[src/rtl/vlseq_pkg.sv]
package vlseq_pkg;

    typedef enum logic [1:0] {
        S_IDLE   = 2'd0,
        S_ISSUE  = 2'd1,
        S_WAIT   = 2'd2,
        S_FINISH = 2'd3
    } seq_state_e;

    localparam int unsigned NUM_STREAMS = 3;

endpackage

[src/rtl/vlseq_first_len.sv]
module vlseq_first_len #(
    parameter int unsigned CNT_W  = 16,
    parameter int unsigned MAX_VL = 64,
    parameter int unsigned VL_W   = $clog2(MAX_VL + 1)
) (
    input  logic [CNT_W-1:0] total,
    output logic [VL_W-1:0]  first_vl,
    output logic             is_empty
);
    localparam int unsigned LOG_VL = $clog2(MAX_VL);

    logic [LOG_VL-1:0] residue;

    // MAX_VL is a power of two, so the modulo is the low bits of the count
    assign residue  = total[LOG_VL-1:0];
    assign is_empty = (total == '0);

    always_comb begin
        if (residue != '0) begin
            first_vl = VL_W'(residue);
        end else begin
            first_vl = VL_W'(MAX_VL);
        end
    end

    // the first length is never zero for a nonzero job
    always_comb begin
        if (!is_empty) begin
            a_first_nonzero_r3: assert (first_vl != '0);
        end
    end

endmodule

[src/rtl/vlseq_ptr_unit.sv]
module vlseq_ptr_unit #(
    parameter int unsigned ADDR_W = 32,
    parameter int unsigned VL_W   = 7,
    parameter int unsigned SHIFT  = 3
) (
    input  logic              clk,
    input  logic              rst_n,
    input  logic              load,
    input  logic [ADDR_W-1:0] base,
    input  logic              advance,
    input  logic [VL_W-1:0]   step_vl,
    output logic [ADDR_W-1:0] ptr
);
    logic [ADDR_W-1:0] step_bytes;

    assign step_bytes = ADDR_W'(step_vl) << SHIFT;

    always_ff @(posedge clk or negedge rst_n) begin
        if (!rst_n) begin
            ptr <= '0;
        end else if (load) begin
            ptr <= base;
        end else if (advance) begin
            ptr <= ptr + step_bytes;
        end
    end

    // an advance moves the pointer by exactly the scaled piece length
    p_ptr_step_r4: assert property (@(posedge clk) disable iff (!rst_n)
        (advance && !load) |=> (ptr == $past(ptr) + ($past(ADDR_W'(step_vl)) << SHIFT)));

endmodule

[src/rtl/vl_strip_sequencer.sv]
module vl_strip_sequencer
    import vlseq_pkg::*;
#(
    parameter int unsigned CNT_W      = 16,
    parameter int unsigned ADDR_W     = 32,
    parameter int unsigned MAX_VL     = 64,
    parameter int unsigned ELEM_BYTES = 8,
    localparam int unsigned VL_W      = $clog2(MAX_VL + 1)
) (
    input  logic              clk,
    input  logic              rst_n,
    input  logic              start,
    input  logic [CNT_W-1:0]  total_len,
    input  logic [ADDR_W-1:0] base_a,
    input  logic [ADDR_W-1:0] base_b,
    input  logic [ADDR_W-1:0] base_c,
    output logic              cmd_valid,
    input  logic              cmd_ready,
    output logic [VL_W-1:0]   cmd_vl,
    output logic [ADDR_W-1:0] cmd_addr_a,
    output logic [ADDR_W-1:0] cmd_addr_b,
    output logic [ADDR_W-1:0] cmd_addr_c,
    input  logic              chunk_done,
    output logic              done
);
    localparam int unsigned SHIFT = $clog2(ELEM_BYTES);

    seq_state_e state_q, state_d;

    logic [CNT_W-1:0]  rem_q;
    logic [VL_W-1:0]   vl_q;
    logic [VL_W-1:0]   first_vl;
    logic              job_empty;
    logic              begin_job;
    logic              piece_done;
    logic              last_piece;
    logic [ADDR_W-1:0] base_arr [NUM_STREAMS];
    logic [ADDR_W-1:0] ptr_arr  [NUM_STREAMS];

    vlseq_first_len #(
        .CNT_W (CNT_W),
        .MAX_VL(MAX_VL),
        .VL_W  (VL_W)
    ) u_first (
        .total   (total_len),
        .first_vl(first_vl),
        .is_empty(job_empty)
    );

    assign base_arr[0] = base_a;
    assign base_arr[1] = base_b;
    assign base_arr[2] = base_c;

    assign begin_job  = (state_q == S_IDLE) && start;
    assign piece_done = (state_q == S_WAIT) && chunk_done;
    assign last_piece = (rem_q == CNT_W'(vl_q));

    for (genvar g = 0; g < NUM_STREAMS; g++) begin : g_stream
        vlseq_ptr_unit #(
            .ADDR_W(ADDR_W),
            .VL_W  (VL_W),
            .SHIFT (SHIFT)
        ) u_ptr (
            .clk    (clk),
            .rst_n  (rst_n),
            .load   (begin_job),
            .base   (base_arr[g]),
            .advance(piece_done),
            .step_vl(vl_q),
            .ptr    (ptr_arr[g])
        );
    end

    assign cmd_addr_a = ptr_arr[0];
    assign cmd_addr_b = ptr_arr[1];
    assign cmd_addr_c = ptr_arr[2];

    // state register
    always_ff @(posedge clk or negedge rst_n) begin
        if (!rst_n) begin
            state_q <= S_IDLE;
        end else begin
            state_q <= state_d;
        end
    end

    // remaining count and current piece length
    always_ff @(posedge clk or negedge rst_n) begin
        if (!rst_n) begin
            rem_q <= '0;
            vl_q  <= '0;
        end else if (begin_job) begin
            rem_q <= total_len;
            vl_q  <= first_vl;
        end else if (piece_done) begin
            rem_q <= rem_q - CNT_W'(vl_q);
            vl_q  <= VL_W'(MAX_VL);
        end
    end

    // next state and outputs
    always_comb begin
        state_d   = state_q;
        cmd_valid = 1'b0;
        done      = 1'b0;
        cmd_vl    = vl_q;
        unique case (state_q)
            S_IDLE: begin
                if (start) begin
                    state_d = job_empty ? S_FINISH : S_ISSUE;
                end
            end
            S_ISSUE: begin
                cmd_valid = 1'b1;
                if (cmd_ready) begin
                    state_d = S_WAIT;
                end
            end
            S_WAIT: begin
                if (chunk_done) begin
                    state_d = last_piece ? S_FINISH : S_ISSUE;
                end
            end
            S_FINISH: begin
                done    = 1'b1;
                state_d = S_IDLE;
            end
            default: state_d = S_IDLE;
        endcase
    end

    p_reset_quiet_r1: assert property (@(posedge clk) disable iff (!rst_n)
        (state_q == S_IDLE) |-> (!cmd_valid && !done));

    p_vl_range_r3: assert property (@(posedge clk) disable iff (!rst_n)
        cmd_valid |-> (cmd_vl != '0 && cmd_vl <= VL_W'(MAX_VL)));

    p_later_full_r3: assert property (@(posedge clk) disable iff (!rst_n)
        (piece_done && !last_piece) |=> (cmd_valid && cmd_vl == VL_W'(MAX_VL)));

    p_no_underflow_r5: assert property (@(posedge clk) disable iff (!rst_n)
        (state_q == S_ISSUE || state_q == S_WAIT) |-> (rem_q >= CNT_W'(vl_q)));

    p_valid_hold_r7: assert property (@(posedge clk) disable iff (!rst_n)
        (cmd_valid && !cmd_ready) |=> (cmd_valid && $stable(cmd_vl) &&
            $stable(cmd_addr_a) && $stable(cmd_addr_b) && $stable(cmd_addr_c)));

    p_wait_quiet_r7: assert property (@(posedge clk) disable iff (!rst_n)
        (state_q == S_WAIT && !chunk_done) |=> !cmd_valid);

    p_done_pulse_r9: assert property (@(posedge clk) disable iff (!rst_n)
        done |=> !done);

    p_done_after_last_r9: assert property (@(posedge clk) disable iff (!rst_n)
        (piece_done && last_piece) |=> done);

endmodule

[config.mk]
export PLATFORM = sky130hd
export DESIGN_NAME = vl_strip_sequencer
export DESIGN_NICKNAME = d
export VERILOG_FILES = /design/src/rtl/vlseq_pkg.sv /design/src/rtl/vlseq_first_len.sv /design/src/rtl/vlseq_ptr_unit.sv /design/src/rtl/vl_strip_sequencer.sv
export SDC_FILE = /design/constraint.sdc
export NUM_CORES = 1
export LEC_CHECK = 0
export BUFFER_PORTS_ARGS = -buffer_cell sky130_fd_sc_hd__buf_2
export CORE_UTILIZATION = 28
export CTS_BUF_LIST = sky130_fd_sc_hd__clkbuf_4 sky130_fd_sc_hd__clkbuf_8
export DETAILED_ROUTE_END_ITERATION = 7
export PLACE_DENSITY = 0.47
export SYNTH_ARGS = -nofsm -noshare
export SYNTH_HDL_FRONTEND = slang
export SYNTH_SLANG_ARGS = --single-unit
[constraint.sdc]
create_clock -name clk -period 7 [get_ports clk]
set_input_delay 1.05 -clock clk [delete_from_list [all_inputs] [get_ports clk]]
set_output_delay 1.05 -clock clk [all_outputs]
set_load 0.005 [all_outputs]
==> run summary <==
Setup TNS Final: 0 ns
Number of global-route vias before repair: 6,914
Reg clk slew, reported paths: 0.09 ns
DR vias/cell: 5.12
Fillers: 2,719
HP Class: flop to flop
CTS buffer count: 17
# IOs: 222
Post-Route WL: 24,500 um
FP Rows: 58
Synth unique cells: 59
WL per Instance: 17.8 um
Power per Cell Area: 477 mW/mm^2
Relative slew slack: 37.1%
Worst VDD drop: 0.000289 V
Initial antenna violation count: 1
Overall Global Routing Usage: 19.0%
Tmin final: 2.86 ns
Number of setup buffers added after CTS: 0
Die width: 163 um
Final GP Congestion: 0.783
Syn-to-layout area delta: 26.8%
DR DRC count: 0
GR Overflow Total: 0
Antenna viol nets, final: 0
Crit path max fanout: 8
Final Hold Viols: 0
Fin. max-slew vios: 0
Leakage power: 4.13 nW
Worst slew pin tran: 0.942 ns
Cells after Synth: 825
Seq. cell area: 0.00303 mm^2
Top_reg_cell synth: dfrtp_1
Cell with the most instances after synthesis: nand2_1
Initial drt markers: 382
CTS Sinks: 121
Unrepaired setup endpoints after global routing: false
Die height: 163 um
First-pass iteration count of the detailed router: 4
YS warnings: 0
Clock root cell: clkbuf_8
Post-Syn Nets: 974
Max Clock Freq: 350 MHz
Post-route clock period utilization: 40.9%
Via Count: 7,055
Final setup violation count: 0
Synth cell count leaders: nand2_1 (131), dfrtp_1 (121), o21ai_0 (74)
FF-to-FF End: g_stream[0].u_ptr.ptr[27]
Startpoint types: flop
# hold bufs at CTS: 0
Diodes inserted: 0
Nets: 1,185
WHS Path Cells: 2
Worst Path Arrival: 3.25 ns
Required time of the critical path: 7.39 ns
Final Hold Slack: 0.479 ns
Worst hold endpoint: g_stream[2].u_ptr.ptr[0]
Status: finished clean
CTS HTree Levels: 4
Critical register-to-register path startpoint: cmd_vl[1]
Initial Util: 28.6%
Total Die Area: 0.0265 mm^2
Bufs on Longest Clock Path: 2
Syn avg cell area: 8.76 um^2
Hold Crit Start: g_stream[2].u_ptr.ptr[0]
Share of the synthesized area in the top cell type: 41.9%
Number of enable flip-flop cells after synthesis: 0
Post-CTS sizing: 0
CTS tree: done
Final core occ: 36.3%
Register area share after synthesis: 41.9%
Crit path capture type: flop
Worst R2R Setup Slack: 4.14 ns
Post-synth ARST share: 100%
Synthesized flop and latch total: 121
Port bufs: 221
Total power: 4.37 mW
Max-cap viol count: 0
Largest net degree at the start of global routing: 73
Global-route wire length before repair: 38,600 um
Crit path kind: flop to flop
R2R cell count: 8
Worst skew pair latency: 0.45 ns
Post-synthesis cell area: 0.00723 mm^2
Final HPWL DP: 17,100 um
Yosys top cell by area: dfrtp_1
Post-Route Skew: 0.0121 ns
Top cells by area, synth: dfrtp_1 (42%), nand2_1 (6.8%), o21ai_0 (5.1%)
Core box area: 0.0253 mm^2
Multi-input gate area: 0.00399 mm^2
Fraction of layout cells with a size suffix above 1: 26.1%
[layout by cell type, fill, tap and decap left out, types with 23 or more instances in the layout]
cell	synthesis	routed
nand2_1	131	131
nand4_1	23	23
a21oi_1	43	43
dfrtp_1	121	121
o21ai_0	74	74
nand3_1	41	41
buf_2	2	220
nor2_1	49	48
ha_1	28	28
xor2_1	42	42
[worst max path at each step]
| stage | start | endpoint | slack, ns |
|---|---|---|---|
| after floorplan | chunk_done | g_stream[2].u_ptr.ptr[12] | 4.58 |
| after global placement | chunk_done | g_stream[1].u_ptr.ptr[31] | 3.97 |
| after detailed placement | chunk_done | g_stream[1].u_ptr.ptr[31] | 3.93 |
| after CTS | cmd_vl[1] | g_stream[0].u_ptr.ptr[27] | 4.10 |
| after global routing | cmd_vl[1] | g_stream[0].u_ptr.ptr[27] | 3.93 |
| final | cmd_vl[1] | g_stream[0].u_ptr.ptr[27] | 4.14 |
[per-stage QoR]
| stage | setup slack [ns] | area [um^2] | cells |
|---|---|---|---|
| final | 4.14 | 9170 | 1379 |
| after global routing | 3.93 | 9170 | 1379 |
| after CTS | 4.10 | 9170 | 1379 |
| after detailed placement | 3.93 | 8690 | 1347 |
| after global placement | 3.97 | 8690 | 1347 |
| after floorplan | 4.58 | 7230 | 825 |
[cells by family (layout without fill, tap and decap cells)]
kind of cell,Yosys count,in the layout,synth area share [%]
buf+inv,59,283,3.10
compound gates,233,233,20.5
flops,121,121,41.9
simple gates,315,315,20.6
fa+ha+maj,32,32,5.95
mux,3,3,0.450
xor+xnor,62,62,7.51
[sequential cells by signal (all words and copies together) (netlist names)]
signal / flops
state_q: 2
cmd_vl: 7
rem_q: 16
g_stream.u_ptr.ptr: 96
[metal layers]
metal	vias up	GRT usage (%)	share of wire, %
li1	3413	-	-
met1	3449	26.0	48
met2	177	30.7	47
met3	16	3.72	4.5
met4	0	4.12	0.77
met5	-	0	0
[critical path, cell delays in order (launching register included)]
cell and delay [ns]:
dfrtp_1 0.48, inv_1 0.24, fa_1 0.50, nand2b_1 0.18
a21o_1 0.21, a21oi_2 0.38, nand2_1 0.21, or4_1 0.50
nand3_1 0.09
[cell type report]
type	instances	share of cell area, %
multi-input combinational	645	43.5
sequential	121	33.0
timing repair buffer	230	12.9
tap	330	4.50
clock buffer	19	2.85
clock inverter	13	2.35
inverter	21	0.860
[report_power, final]
| part | leakage (nW) | internal, mW | switching (mW) | total, mW |
|---|---|---|---|---|
| Clock | 0.237 | 0.448 | 0.334 | 0.782 |
| Sequential | 1.46 | 1.04 | 0.424 | 1.46 |
| Combinational | 2.43 | 0.940 | 1.19 | 2.13 |
| Total | 4.13 | 2.42 | 1.95 | 4.37 |
Power figures use the tool's default switching activity.
